==> config.mk <==
export PLATFORM = sky130hd
export DESIGN_NAME = irq_entry_seq
export DESIGN_NICKNAME = d
export VERILOG_FILES = /design/src/rtl/irq_seq_pkg.sv /design/src/rtl/irq_flag_bank.sv /design/src/rtl/irq_prio_arb.sv /design/src/rtl/irq_stack_fsm.sv /design/src/rtl/irq_entry_seq.sv
export SDC_FILE = /design/constraint.sdc
export NUM_CORES = 1
export LEC_CHECK = 0
export CAP_MARGIN = 10
export CORE_AREA = 4 4 115 117
export DETAILED_ROUTE_END_ITERATION = 6
export DIE_AREA = 0 0 119 121
export DONT_BUFFER_PORTS = 1
export GPL_ROUTABILITY_DRIVEN = 0
export PLACE_DENSITY_LB_ADDON = 0.3
export REMOVE_ABC_BUFFERS = 1
export SLEW_MARGIN = 20
export SYNTH_ARGS = -nofsm -noshare
export SYNTH_HDL_FRONTEND = slang
export SYNTH_SLANG_ARGS = --single-unit
==> constraint.sdc <==
create_clock -name clk -period 2.8 [get_ports clk]
set_input_delay 0.14 -clock clk [delete_from_list [all_inputs] [get_ports clk]]
set_output_delay 0.14 -clock clk [all_outputs]
set_load 0.005 [all_outputs]
==> src/rtl/irq_seq_pkg.sv <==
package irq_seq_pkg;

  typedef enum logic [3:0] {
    S_RST,
    S_IDLE,
    S_PUSH_PC,
    S_PUSH_SR,
    S_VEC,
    S_POP_SR,
    S_WAIT_SR,
    S_POP_PC,
    S_WAIT_PC
  } seq_state_e;

  // bytes per stack slot
  localparam int SLOT_BYTES = 2;

endpackage

==> src/rtl/irq_flag_bank.sv <==
module irq_flag_bank #(
  parameter int N = 31,
  parameter int IW = 5,
  parameter logic [N-1:0] AUTO_CLR = '0
) (
  input  logic          clk,
  input  logic          rst_n,
  input  logic [N-1:0]  set_i,
  input  logic [N-1:0]  clr_i,
  input  logic          ack_i,
  input  logic [IW-1:0] ack_idx_i,
  output logic [N-1:0]  flags_o
);

  for (genvar g = 0; g < N; g++) begin : g_flag
    logic take;
    logic flag_q;

    assign take = ack_i && (ack_idx_i == IW'(g)) && AUTO_CLR[g];

    always_ff @(posedge clk or negedge rst_n) begin
      if (!rst_n) flag_q <= 1'b0;
      else        flag_q <= set_i[g] | (flag_q & ~clr_i[g] & ~take);
    end

    assign flags_o[g] = flag_q;

    // a flag with no clear of any kind stays pending
    a_r8_flag_hold: assert property (@(posedge clk) disable iff (!rst_n)
      (flag_q && !clr_i[g] && !take) |=> flag_q);

    // a new event always leaves the flag set, even against a clear
    a_r8_set_wins: assert property (@(posedge clk) disable iff (!rst_n)
      set_i[g] |=> flag_q);
  end

endmodule

==> src/rtl/irq_prio_arb.sv <==
module irq_prio_arb #(
  parameter int N = 31,
  parameter int IW = 5,
  parameter logic [N-1:0] NMI = '0
) (
  input  logic          clk,
  input  logic          rst_n,
  input  logic [N-1:0]  flags_i,
  input  logic [N-1:0]  en_i,
  input  logic          gie_i,
  output logic          req_any_o,
  output logic [IW-1:0] win_o
);

  logic [N-1:0] req;

  always_comb begin
    req       = flags_i & en_i & (NMI | {N{gie_i}});
    req_any_o = 1'b0;
    win_o     = '0;
    for (int k = 0; k < N; k++) begin
      if (req[k]) begin
        req_any_o = 1'b1;
        win_o     = IW'(k);
      end
    end
  end

  // nothing above the winner is requesting, and the winner is
  a_r3_top_wins: assert property (@(posedge clk) disable iff (!rst_n)
    req_any_o |-> ((flags_i & en_i & (NMI | {N{gie_i}})) >> win_o) == N'(1));

  // with the global enable low only a non-maskable source can win
  a_r1_masked_out: assert property (@(posedge clk) disable iff (!rst_n)
    (req_any_o && !gie_i) |-> NMI[win_o]);

  // an enabled non-maskable flag always yields a request
  a_r2_nmi_passes: assert property (@(posedge clk) disable iff (!rst_n)
    (|(flags_i & en_i & NMI)) |-> req_any_o);

endmodule

==> src/rtl/irq_stack_fsm.sv <==
module irq_stack_fsm
  import irq_seq_pkg::*;
#(
  parameter int W = 16,
  parameter int IW = 5,
  parameter int NUM_SRC = 31,
  parameter logic [W-1:0] VEC_BASE = 'hFFC0,
  parameter logic [W-1:0] SP_INIT = 'h0200,
  parameter int GIE_BIT = 3
) (
  input  logic          clk,
  input  logic          rst_n,
  input  logic          req_any_i,
  input  logic [IW-1:0] win_i,
  output logic          ack_o,
  input  logic [W-1:0]  cpu_pc_i,
  input  logic [W-1:0]  cpu_sr_i,
  input  logic          cpu_boundary_i,
  input  logic          reti_req_i,
  output logic          busy_o,
  output logic          vec_fetch_o,
  output logic [W-1:0]  vec_addr_o,
  output logic          sr_wr_o,
  output logic [W-1:0]  sr_wr_data_o,
  output logic          pc_wr_o,
  output logic [W-1:0]  pc_wr_data_o,
  output logic [W-1:0]  sp_o,
  output logic          stk_wr_valid_o,
  input  logic          stk_wr_ready_i,
  output logic [W-1:0]  stk_wr_addr_o,
  output logic [W-1:0]  stk_wr_data_o,
  output logic          stk_rd_valid_o,
  input  logic          stk_rd_ready_i,
  output logic [W-1:0]  stk_rd_addr_o,
  input  logic          stk_rsp_valid_i,
  input  logic [W-1:0]  stk_rsp_data_i
);

  localparam logic [W-1:0]  STEP    = W'(SLOT_BYTES);
  localparam logic [IW-1:0] RST_IDX = IW'(NUM_SRC);
  localparam logic [W-1:0]  GIE_M   = W'(1) << GIE_BIT;

  seq_state_e    st;
  logic [W-1:0]  sp_q, pc_q, sr_q;
  logic [IW-1:0] idx_q;
  logic [IW-1:0] vec_idx;

  assign ack_o = (st == S_IDLE) && !reti_req_i && cpu_boundary_i && req_any_i;

  always_ff @(posedge clk or negedge rst_n) begin
    if (!rst_n) begin
      st    <= S_RST;
      sp_q  <= SP_INIT;
      pc_q  <= '0;
      sr_q  <= '0;
      idx_q <= RST_IDX;
    end else begin
      case (st)
        S_RST: st <= S_IDLE;
        S_IDLE: begin
          if (reti_req_i) begin
            st <= S_POP_SR;
          end else if (ack_o) begin
            pc_q  <= cpu_pc_i;
            sr_q  <= cpu_sr_i;
            idx_q <= win_i;
            st    <= S_PUSH_PC;
          end
        end
        S_PUSH_PC: if (stk_wr_ready_i) begin
          sp_q <= sp_q - STEP;
          st   <= S_PUSH_SR;
        end
        S_PUSH_SR: if (stk_wr_ready_i) begin
          sp_q <= sp_q - STEP;
          st   <= S_VEC;
        end
        S_VEC: st <= S_IDLE;
        S_POP_SR: if (stk_rd_ready_i) st <= S_WAIT_SR;
        S_WAIT_SR: if (stk_rsp_valid_i) begin
          sp_q <= sp_q + STEP;
          st   <= S_POP_PC;
        end
        S_POP_PC: if (stk_rd_ready_i) st <= S_WAIT_PC;
        S_WAIT_PC: if (stk_rsp_valid_i) begin
          sp_q <= sp_q + STEP;
          st   <= S_IDLE;
        end
        default: st <= S_IDLE;
      endcase
    end
  end

  assign vec_idx = (st == S_RST) ? RST_IDX : idx_q;

  always_comb begin
    busy_o         = (st != S_IDLE);
    vec_fetch_o    = (st == S_VEC) || (st == S_RST);
    vec_addr_o     = VEC_BASE + (W'(vec_idx) << 1);
    sr_wr_o        = 1'b0;
    sr_wr_data_o   = '0;
    pc_wr_o        = (st == S_WAIT_PC) && stk_rsp_valid_i;
    pc_wr_data_o   = stk_rsp_data_i;
    stk_wr_valid_o = (st == S_PUSH_PC) || (st == S_PUSH_SR);
    stk_wr_addr_o  = sp_q - STEP;
    stk_wr_data_o  = (st == S_PUSH_PC) ? pc_q : sr_q;
    stk_rd_valid_o = (st == S_POP_SR) || (st == S_POP_PC);
    stk_rd_addr_o  = sp_q;
    case (st)
      S_RST: sr_wr_o = 1'b1;
      S_VEC: begin
        sr_wr_o      = 1'b1;
        sr_wr_data_o = sr_q & ~GIE_M;
      end
      S_WAIT_SR: begin
        sr_wr_o      = stk_rsp_valid_i;
        sr_wr_data_o = stk_rsp_data_i;
      end
      default: ;
    endcase
  end

  assign sp_o = sp_q;

  // a stalled stack write keeps valid, address and data steady
  a_r4_wr_hold: assert property (@(posedge clk) disable iff (!rst_n)
    (stk_wr_valid_o && !stk_wr_ready_i) |=>
      (stk_wr_valid_o && $stable(stk_wr_addr_o) && $stable(stk_wr_data_o)));

  // a stalled read request keeps its address steady
  a_r6_rd_hold: assert property (@(posedge clk) disable iff (!rst_n)
    (stk_rd_valid_o && !stk_rd_ready_i) |=> (stk_rd_valid_o && $stable(stk_rd_addr_o)));

  // the stack pointer only ever moves by one slot per cycle
  a_r4_sp_step: assert property (@(posedge clk) disable iff (!rst_n)
    (sp_q != $past(sp_q)) |-> ((sp_q == $past(sp_q) - STEP) || (sp_q == $past(sp_q) + STEP)));

  // every vector fetch is paired with a status load that drops the global enable
  a_r5_vec_sr: assert property (@(posedge clk) disable iff (!rst_n)
    vec_fetch_o |-> (sr_wr_o && !sr_wr_data_o[GIE_BIT]));

  // a return seen when idle always starts the pop sequence
  a_r9_reti_first: assert property (@(posedge clk) disable iff (!rst_n)
    ((st == S_IDLE) && reti_req_i) |=> stk_rd_valid_o);

  // the reset vector load never writes the stack
  a_r7_no_stack: assert property (@(posedge clk) disable iff (!rst_n)
    (st == S_RST) |-> (!stk_wr_valid_o && sp_q == SP_INIT));

endmodule

==> src/rtl/irq_entry_seq.sv <==
module irq_entry_seq #(
  parameter int NUM_SRC = 31,
  parameter int W = 16,
  parameter logic [W-1:0] VEC_BASE = 'hFFC0,
  parameter logic [W-1:0] SP_INIT = 'h0200,
  parameter int GIE_BIT = 3,
  parameter logic [NUM_SRC-1:0] NMI_MASK = 31'h4000_0000,
  parameter logic [NUM_SRC-1:0] AUTO_CLR_MASK = 31'h4400_0000
) (
  input  logic               clk,
  input  logic               rst_n,
  input  logic [NUM_SRC-1:0] irq_set_i,
  input  logic [NUM_SRC-1:0] irq_clr_i,
  input  logic [NUM_SRC-1:0] irq_en_i,
  output logic [NUM_SRC-1:0] irq_flags_o,
  input  logic [W-1:0]       cpu_pc_i,
  input  logic [W-1:0]       cpu_sr_i,
  input  logic               cpu_boundary_i,
  input  logic               reti_req_i,
  output logic               busy_o,
  output logic               vec_fetch_o,
  output logic [W-1:0]       vec_addr_o,
  output logic               sr_wr_o,
  output logic [W-1:0]       sr_wr_data_o,
  output logic               pc_wr_o,
  output logic [W-1:0]       pc_wr_data_o,
  output logic [W-1:0]       sp_o,
  output logic               stk_wr_valid_o,
  input  logic               stk_wr_ready_i,
  output logic [W-1:0]       stk_wr_addr_o,
  output logic [W-1:0]       stk_wr_data_o,
  output logic               stk_rd_valid_o,
  input  logic               stk_rd_ready_i,
  output logic [W-1:0]       stk_rd_addr_o,
  input  logic               stk_rsp_valid_i,
  input  logic [W-1:0]       stk_rsp_data_i
);

  localparam int IW = $clog2(NUM_SRC + 1);

  logic          req_any;
  logic [IW-1:0] win;
  logic          ack;
  logic [IW-1:0] ack_idx;

  assign ack_idx = win;

  irq_flag_bank #(
    .N(NUM_SRC), .IW(IW), .AUTO_CLR(AUTO_CLR_MASK)
  ) u_flags (
    .clk(clk), .rst_n(rst_n),
    .set_i(irq_set_i), .clr_i(irq_clr_i),
    .ack_i(ack), .ack_idx_i(ack_idx),
    .flags_o(irq_flags_o)
  );

  irq_prio_arb #(
    .N(NUM_SRC), .IW(IW), .NMI(NMI_MASK)
  ) u_arb (
    .clk(clk), .rst_n(rst_n),
    .flags_i(irq_flags_o), .en_i(irq_en_i),
    .gie_i(cpu_sr_i[GIE_BIT]),
    .req_any_o(req_any), .win_o(win)
  );

  irq_stack_fsm #(
    .W(W), .IW(IW), .NUM_SRC(NUM_SRC), .VEC_BASE(VEC_BASE),
    .SP_INIT(SP_INIT), .GIE_BIT(GIE_BIT)
  ) u_fsm (
    .clk(clk), .rst_n(rst_n),
    .req_any_i(req_any), .win_i(win), .ack_o(ack),
    .cpu_pc_i(cpu_pc_i), .cpu_sr_i(cpu_sr_i),
    .cpu_boundary_i(cpu_boundary_i), .reti_req_i(reti_req_i),
    .busy_o(busy_o),
    .vec_fetch_o(vec_fetch_o), .vec_addr_o(vec_addr_o),
    .sr_wr_o(sr_wr_o), .sr_wr_data_o(sr_wr_data_o),
    .pc_wr_o(pc_wr_o), .pc_wr_data_o(pc_wr_data_o),
    .sp_o(sp_o),
    .stk_wr_valid_o(stk_wr_valid_o), .stk_wr_ready_i(stk_wr_ready_i),
    .stk_wr_addr_o(stk_wr_addr_o), .stk_wr_data_o(stk_wr_data_o),
    .stk_rd_valid_o(stk_rd_valid_o), .stk_rd_ready_i(stk_rd_ready_i),
    .stk_rd_addr_o(stk_rd_addr_o),
    .stk_rsp_valid_i(stk_rsp_valid_i), .stk_rsp_data_i(stk_rsp_data_i)
  );

  // an entry is only accepted at a boundary while nothing runs
  a_r10_accept_idle: assert property (@(posedge clk) disable iff (!rst_n)
    ack |-> (cpu_boundary_i && !busy_o));

endmodule

==> metrics.cfg, run 1 <==
[layout]
antenna_cells = 0
fin_util = 0.5247
drive_gt1_frac = 0.1216
fin_nets = 763
fin_cells = 789
areaGrowthSynthToFinish_pct = 19.14
fin_area_um2 = 6487

[timing]
finalClockSkew_ps = 6.292
setup_viol = 1
tightest_slew_ps = 1011
rsz0062_at_grt = true
setup_ws_ps = -130.8
fmax_mhz = 341.2
hold_viol = 0
post-route-min-period_ps = 2931
relSlewSlack = 0.3261
hold_ws_ps = 7.837
slew_violations = 0
fin_crit_sh = 1.047

[die]
num_rows = 41
dieArea_um2 = 14400
coreArea_um2 = 12360
io_pins = 297
chipHeight_um = 121
die_x_um = 119
start_util = 0.4404

[clock_tree]
cts_tree = done
clk_latency_ps = 350
h-tree-depth = 3
cts_buffer_depth = 2
cts_buffers = 9
clock-root-buffer = clkbuf_16
cts_setup_buffers = 0
cts_sinks = 87
clk_pin_slew_ps = 60

[yosys]
synth_edf_count = 0
yosysWarnings = 0
syn_inst = 572
yosysSeqAreaShare = 0.4012
ys.flop_type = dfrtp_1
syn-cell-area_um2 = 5445
synthArstFlopShare = 1.000
avgSynthCellArea_um2 = 9.520
synth_seq_cells = 87
yosysUniqueCellTypes = 64

[setup_path]
criticalPathCategory = reg2out
path_common_cell = or3_4
cp.arrival_ps = 2790
cpLargestDelayFamily = simple AND/OR/NAND/NOR gates
reg2reg_to = u_fsm.sp_o[13]$_DFFE_PN0P_
critPathMaxStageDelay_ps = 470
startpoint = u_fsm.sp_o[2]$_DFFE_PN0P_
cp-start-kind = flip-flop
endpoint = stk_wr_addr_o[13]
crit_path_top_delay_cell = or4b_4
path_depth = 7
r2r_start = u_fsm.sp_o[2]$_DFFE_PN0P_
path_buf_inv = 1
crit_chain = inv_2 > ha_4 > or4b_4 > or3_4 > or4_4 > or3_4 > xnor2_2
required_ps = 2660
cp_max_fo = 5
rrSetupSlack_ps = 170
crit_path_end_kind = output pin
r2r.worst_path.cells = 8

[placement]
hpwl_mm = 10.74
port_buffers = 0
place_inst = 677
postPlaceCellArea_um2 = 5162

[drt]
via_count = 4287
drt_iter0_drc = 207
drc_errors = 0
firstDrtPassIters = 6
totalWireLength_mm = 15.31
wire_per_inst_um = 19.41
viasPerCell = 5.433
ant_nets = 0

[pwr]
netSwitchingFraction = 0.3743
max-vdd-ir-drop_mv = 0.2765
p_sw_w = 0.002056
p_leak_nw = 2.876
p_int_w = 0.003437
powerDensity_nw_per_um2 = 846.7
power_frac_comb = 0.377
power_frac_clock = 0.228
totalPowerFinal_w = 0.005493
p_seq_frac = 0.395

[global_routing]
grt-ovfl-total = 0
grt_first_pass_wirelength_mm = 23.59
grt_max_degree = 88
grt_usage = 0.2082
grt_pass1_vias = 4434
antenna_found_initial = 0

[hold_path]
worstHoldPathType = in2reg
hp-start = irq_clr_i[16]

[run_status]
violations = negative setup slack
status = complete, but fails checks

[run]
cap_violations = 0

layout make-up:
type / count / area (µm²)
Tap cell: 172 / 215.2
Clock buffer: 11 / 252.7
Fill cell: 1101 / 5876
Inverter: 45 / 168.9
Timing Repair Buffer: 115 / 1124
Multi-Input combinational cell: 355 / 2489
Clock inverter: 4 / 53.80
Sequential cell: 87 / 2185
repair_timing:
| action | CTS | global route |
|---|---|---|
| hold buffers | 97 | 0 |
| endpoints found under the hold margin | 154 | 0 |
| gates resized for setup | 3 | 3 |
| setup endpoints to repair | 1 | 9 |
synthesized netlist by cell type, types with 8 or more instances:
| master | number | area share |
|---|---|---|
| dfrtp_1 | 81 | 0.37 |
| buf_4 | 77 | 0.11 |
| nand2_1 | 59 | 0.041 |
| inv_1 | 44 | 0.030 |
| a21o_1 | 33 | 0.045 |
| mux2_1 | 33 | 0.068 |
| nor2_1 | 21 | 0.014 |
| a22o_1 | 17 | 0.027 |
| xnor2_1 | 17 | 0.027 |
| clkbuf_1 | 16 | 0.011 |
| mux2_2 | 16 | 0.033 |
| nand3_1 | 14 | 0.013 |
| a21oi_1 | 13 | 0.012 |
| a22oi_1 | 12 | 0.017 |
| nand4_1 | 8 | 0.0092 |
| o21ai_0 | 8 | 0.0074 |
| xor2_1 | 8 | 0.013 |
flip-flops by register name (all words and copies together), names as in the netlist:
register,cells
u_fsm.st,4
u_flags.g_flag.flag_q,31
u_fsm.sp_o,15
u_fsm.pc_q,16
u_fsm.sr_q,16
u_fsm.idx_q,5
worst reg2reg max path: stages (launching register included):
cell     delay [ps]
dfrtp_1         390
inv_2           100
ha_4            130
or4b_4          470
or3_4           380
or4_4           460
or3_4           370
o22ai_2         110
xor2_1          150
how the worst min path moves through the flow:
stage | end | cells past startpoint
3_5_place_dp | u_flags.g_flag[8].flag_q$_DFF_PN0_ | 0
6_report | u_flags.g_flag[16].flag_q$_DFF_PN0_ | 2
2_1_floorplan | u_flags.g_flag[0].flag_q$_DFF_PN0_ | 0
3_3_place_gp | u_flags.g_flag[8].flag_q$_DFF_PN0_ | 0
4_1_cts | u_flags.g_flag[16].flag_q$_DFF_PN0_ | 2
5_1_grt | u_flags.g_flag[16].flag_q$_DFF_PN0_ | 2
stage by stage:
step | worst slack [ps] | setup TNS (ps)
6_report | -130.8 | -130.8
5_1_grt | -208.0 | -208.0
4_1_cts | -139.2 | -139.2
3_5_place_dp | 137.5 | 0
3_3_place_gp | 219.2 | 0
2_1_floorplan | 54.82 | 0
layout by cell type (no fill, tap or decap), types with 8 or more instances in the layout:
| master | n |
|---|---|
| inv_1 | 42 |
| nand3_1 | 14 |
| conb_1 | 14 |
| mux2_1 | 33 |
| nor2_1 | 21 |
| xnor2_1 | 16 |
| buf_4 | 18 |
| a22oi_1 | 12 |
| a21oi_1 | 13 |
| o21ai_0 | 8 |
| mux2_2 | 16 |
| a21o_1 | 33 |
| dlygate4sd3_1 | 96 |
| dfrtp_1 | 81 |
| nand2_1 | 59 |
| clkbuf_16 | 9 |
| a22o_1 | 17 |
| xor2_1 | 8 |
| nand4_1 | 8 |
power groups by stage:
| stage | clock (W) | sequential, W | combinational [W] |
|---|---|---|---|
| after floorplan | 0 | 0.00212 | 0.00133 |
| after global placement | 0 | 0.00216 | 0.00184 |
| after detailed placement | 0 | 0.00219 | 0.00189 |
| after CTS | 0.00128 | 0.00217 | 0.00205 |
| after global routing | 0.00133 | 0.00225 | 0.00229 |
| final | 0.00125 | 0.00217 | 0.00207 |
per-layer routing:
| metal | share of wire | global-route usage |
|---|---|---|
| met1 | 0.38 | 0.2287 |
| met2 | 0.51 | 0.3695 |
| met3 | 0.089 | 0.06807 |
| met4 | 0.022 | 0.08689 |
| met5 | 0 | 0 |
kinds of logic (layout without fill, tap and decap cells):
| logic type | Yosys count | in the layout | synth area share |
|---|---|---|---|
| AOI/OAI and AO/OA | 124 | 124 | 0.1680 |
| xor gates and xnor gates | 25 | 25 | 0.04021 |
| DFF | 87 | 87 | 0.4012 |
| buffers and inverters | 142 | 175 | 0.1558 |
| muxes | 49 | 49 | 0.1013 |
| other | 2 | 14 | 0.001379 |
| and+or+nand+nor | 141 | 141 | 0.1275 |
| adders and majority gates | 2 | 2 | 0.004595 |
No activity file was read; power rests on OpenSTA's default activity.
==> run 2, diff against run 1 <==
--- a/config.mk
+++ b/config.mk
@@ -6,9 +6,11 @@
 export NUM_CORES = 1
 export LEC_CHECK = 0
 export CAP_MARGIN = 10
-export CORE_AREA = 4 4 115 117
+export CELL_PAD_IN_SITES_DETAIL_PLACEMENT = 0
+export CELL_PAD_IN_SITES_GLOBAL_PLACEMENT = 1
+export CORE_MARGIN = 4
+export CORE_UTILIZATION = 46
 export DETAILED_ROUTE_END_ITERATION = 6
-export DIE_AREA = 0 0 119 121
 export DONT_BUFFER_PORTS = 1
 export GPL_ROUTABILITY_DRIVEN = 0
 export PLACE_DENSITY_LB_ADDON = 0.3
==> constraint.sdc (replaced) <==
create_clock -name clk -period 3.3 [get_ports clk]
set_input_delay 0.165 -clock clk [delete_from_list [all_inputs] [get_ports clk]]
set_output_delay 0.165 -clock clk [all_outputs]
set_load 0.005 [all_outputs]
==> run 2 against run 1 <==
- critical endpoint unchanged
- wire length is 2.8% lower
- clock skew is 1.0 ps lower
- cell count is 5.6% lower
- the flow now finishes without violations
- global-route usage is 0.83 points higher
- via count is 1.8% lower
- non-clock buffer count is 15 lower
- clock power is 13% lower
- clock-buffer cell count is 1 lower
- register-to-register slack better by 200 ps
- first-iteration DRC count is 32% higher
- combinational power is 25% lower
==> metrics.cfg, run 2 (synthesis gave the netlist of run 1 again) <==
[pwr]
power_frac_comb = 0.342
p_int_w = 0.002864
netSwitchingFraction = 0.3738
powerDensity_nw_per_um2 = 722.8
p_seq_frac = 0.420
power_frac_clock = 0.238
p_sw_w = 0.001709
p_leak_nw = 2.790
max-vdd-ir-drop_mv = 0.3399

[layout]
largestRegisters = u_flags.g_flag.flag_q: 31 flops, u_fsm.pc_q: 16 flops, u_fsm.sr_q: 16 flops
largest-register = u_flags.g_flag.flag_q
final_common_cell = dlygate4sd3_1
n_fill_cell = 988
multi_input_area_um2 = 2471
largest_reg_flops = 31
antenna_cells = 0
regArea_um2 = 2187
fin_nets = 748
fin_area_um2 = 6327
fin_cells = 745
drive_gt1_frac = 0.09967
layout_common_cells = dlygate4sd3_1, dfrtp_1, nand2_1
areaGrowthSynthToFinish_pct = 16.20

[clock_tree]
clk_pin_slew_ps = 60
h-tree-depth = 3
clk_latency_ps = 340
cts_tree = done
cts_buffers = 9
cts_sinks = 87
cts_setup_buffers = 0
cts_buffer_depth = 2
clock-root-buffer = clkbuf_16

[die]
die_x_um = 116.8
start_util = 0.4728
coreArea_um2 = 11520
dieArea_um2 = 13640
num_rows = 39
io_pins = 297
chipHeight_um = 116.8

[placement]
port_buffers = 0
hpwl_mm = 10.29
place_inst = 634
postPlaceCellArea_um2 = 5021

[setup_path]
cp-start-kind = flip-flop
cp_max_fo = 7
crit_path_end_kind = output pin
r2r.worst_path.cells = 7
required_ps = 3130
cp.arrival_ps = 3000
criticalPathCategory = reg2out

[hold_path]
worstHoldPathType = in2reg
hold_depth = 2

[global_routing]
grt_usage = 0.2166
grt_max_degree = 88
grt_pass1_vias = 4439
grt_first_pass_wirelength_mm = 22.96
grt-ovfl-total = 0
antenna_found_initial = 0

[run_status]
status = completed

[drt]
firstDrtPassIters = 4
via_count = 4209
wire_per_inst_um = 19.98
ant_nets = 0
drt_iter0_drc = 274
drc_errors = 0
totalWireLength_mm = 14.89
viasPerCell = 5.650

[timing]
relSlewSlack = 0.3392
rsz0062_at_grt = false
tightest_slew_ps = 991.1
setup_viol = 0
hold_viol = 0
slew_violations = 0
fmax_mhz = 315.6
finalClockSkew_ps = 5.285
post-route-min-period_ps = 3168
fin_tns_setup_ps = 0
fin_crit_sh = 0.9601
hold_ws_ps = 14.09

[run]
cap_violations = 0

-- run 2: changes by cell type in the layout (fill, tap and decap cells not counted), sizes merged --
cell / previous run / this run
dlygate4sd3: 96 / 95
clkinv: 0 / 1
clkbuf: 11 / 10
bufinv: 1 / 2
inv: 46 / 45
buf: 19 / 5
-- run 2: path summary, 6_finish.rpt --
| kind | start | end | slack [ps] |
|---|---|---|---|
| worst min-delay path | irq_set_i[26] | u_flags.g_flag[26].flag_q$_DFF_PN0_ | 10 |
| max in group asynchronous | rst_n | u_fsm.sp_o[1]$_DFFE_PN0P_ | 2500 |
| worst max register to register | u_flags.g_flag[18].flag_q$_DFF_PN0_ | u_flags.g_flag[30].flag_q$_DFF_PN0_ | 370 |
| worst min register to register | u_fsm.pc_q[11]$_DFFE_PN0P_ | u_fsm.pc_q[11]$_DFFE_PN0P_ | 480 |
| worst max-delay path | u_fsm.sp_o[1]$_DFFE_PN0P_ | stk_wr_addr_o[13] | 130 |
| min in group asynchronous | rst_n | u_fsm.sr_q[8]$_DFFE_PN0P_ | 440 |
-- run 2: what timing repair did --
item | in CTS | in global routing
setup endpoints to repair | 0 | 2
gates resized for setup | 0 | 5
endpoints found under the hold margin | 152 | 0
hold buffers | 96 | 0
-- run 2: critical path, cell delays in order (launching register included) --
cell	delay, ps
dfrtp_2	460
inv_2	120
ha_2	220
or4b_4	490
or3_4	370
or4_4	450
or3_4	360
xnor2_1	190
-- run 2: power by group through the flow --
stage / Clock [W] / Sequential (W) / Combinational (W)
floorplan: 0 / 0.00180 / 0.00113
global placement: 0 / 0.00191 / 0.00140
detailed placement: 0 / 0.00193 / 0.00143
CTS: 0.00112 / 0.00191 / 0.00156
global route: 0.00116 / 0.00200 / 0.00173
finish: 0.00109 / 0.00192 / 0.00156
-- run 2: metal layers --
metal  up-vias  GRT usage  wire length [µm]
li1       1950          -                 -
met1      2016     0.2414              5645
met2       219     0.3845              7611
met3        24    0.06735              1284
met4         0    0.08639               346
met5         -          0                 0
-- run 2: cell type report --
type                    instances  area share
clock buffers                  10     0.03619
clock inverters                 5     0.01325
repair buffers                100      0.1594
flip-flops and latches         87      0.3457
well taps                     143     0.02828
inverters                      45     0.02670
multi-input cells             355      0.3905
-- run 2: stage by stage --
step / total power (W) / utilization / worst slack, ps
after floorplan: 0.002923 / - / 541.7
after global placement: 0.003310 / 0.4360 / 430.2
after detailed placement: 0.003357 / 0.4360 / 386.5
after CTS: 0.004591 / 0.5481 / 1.517
after global routing: 0.004890 / 0.5494 / 11.63
final: 0.004573 / 0.5494 / 131.5
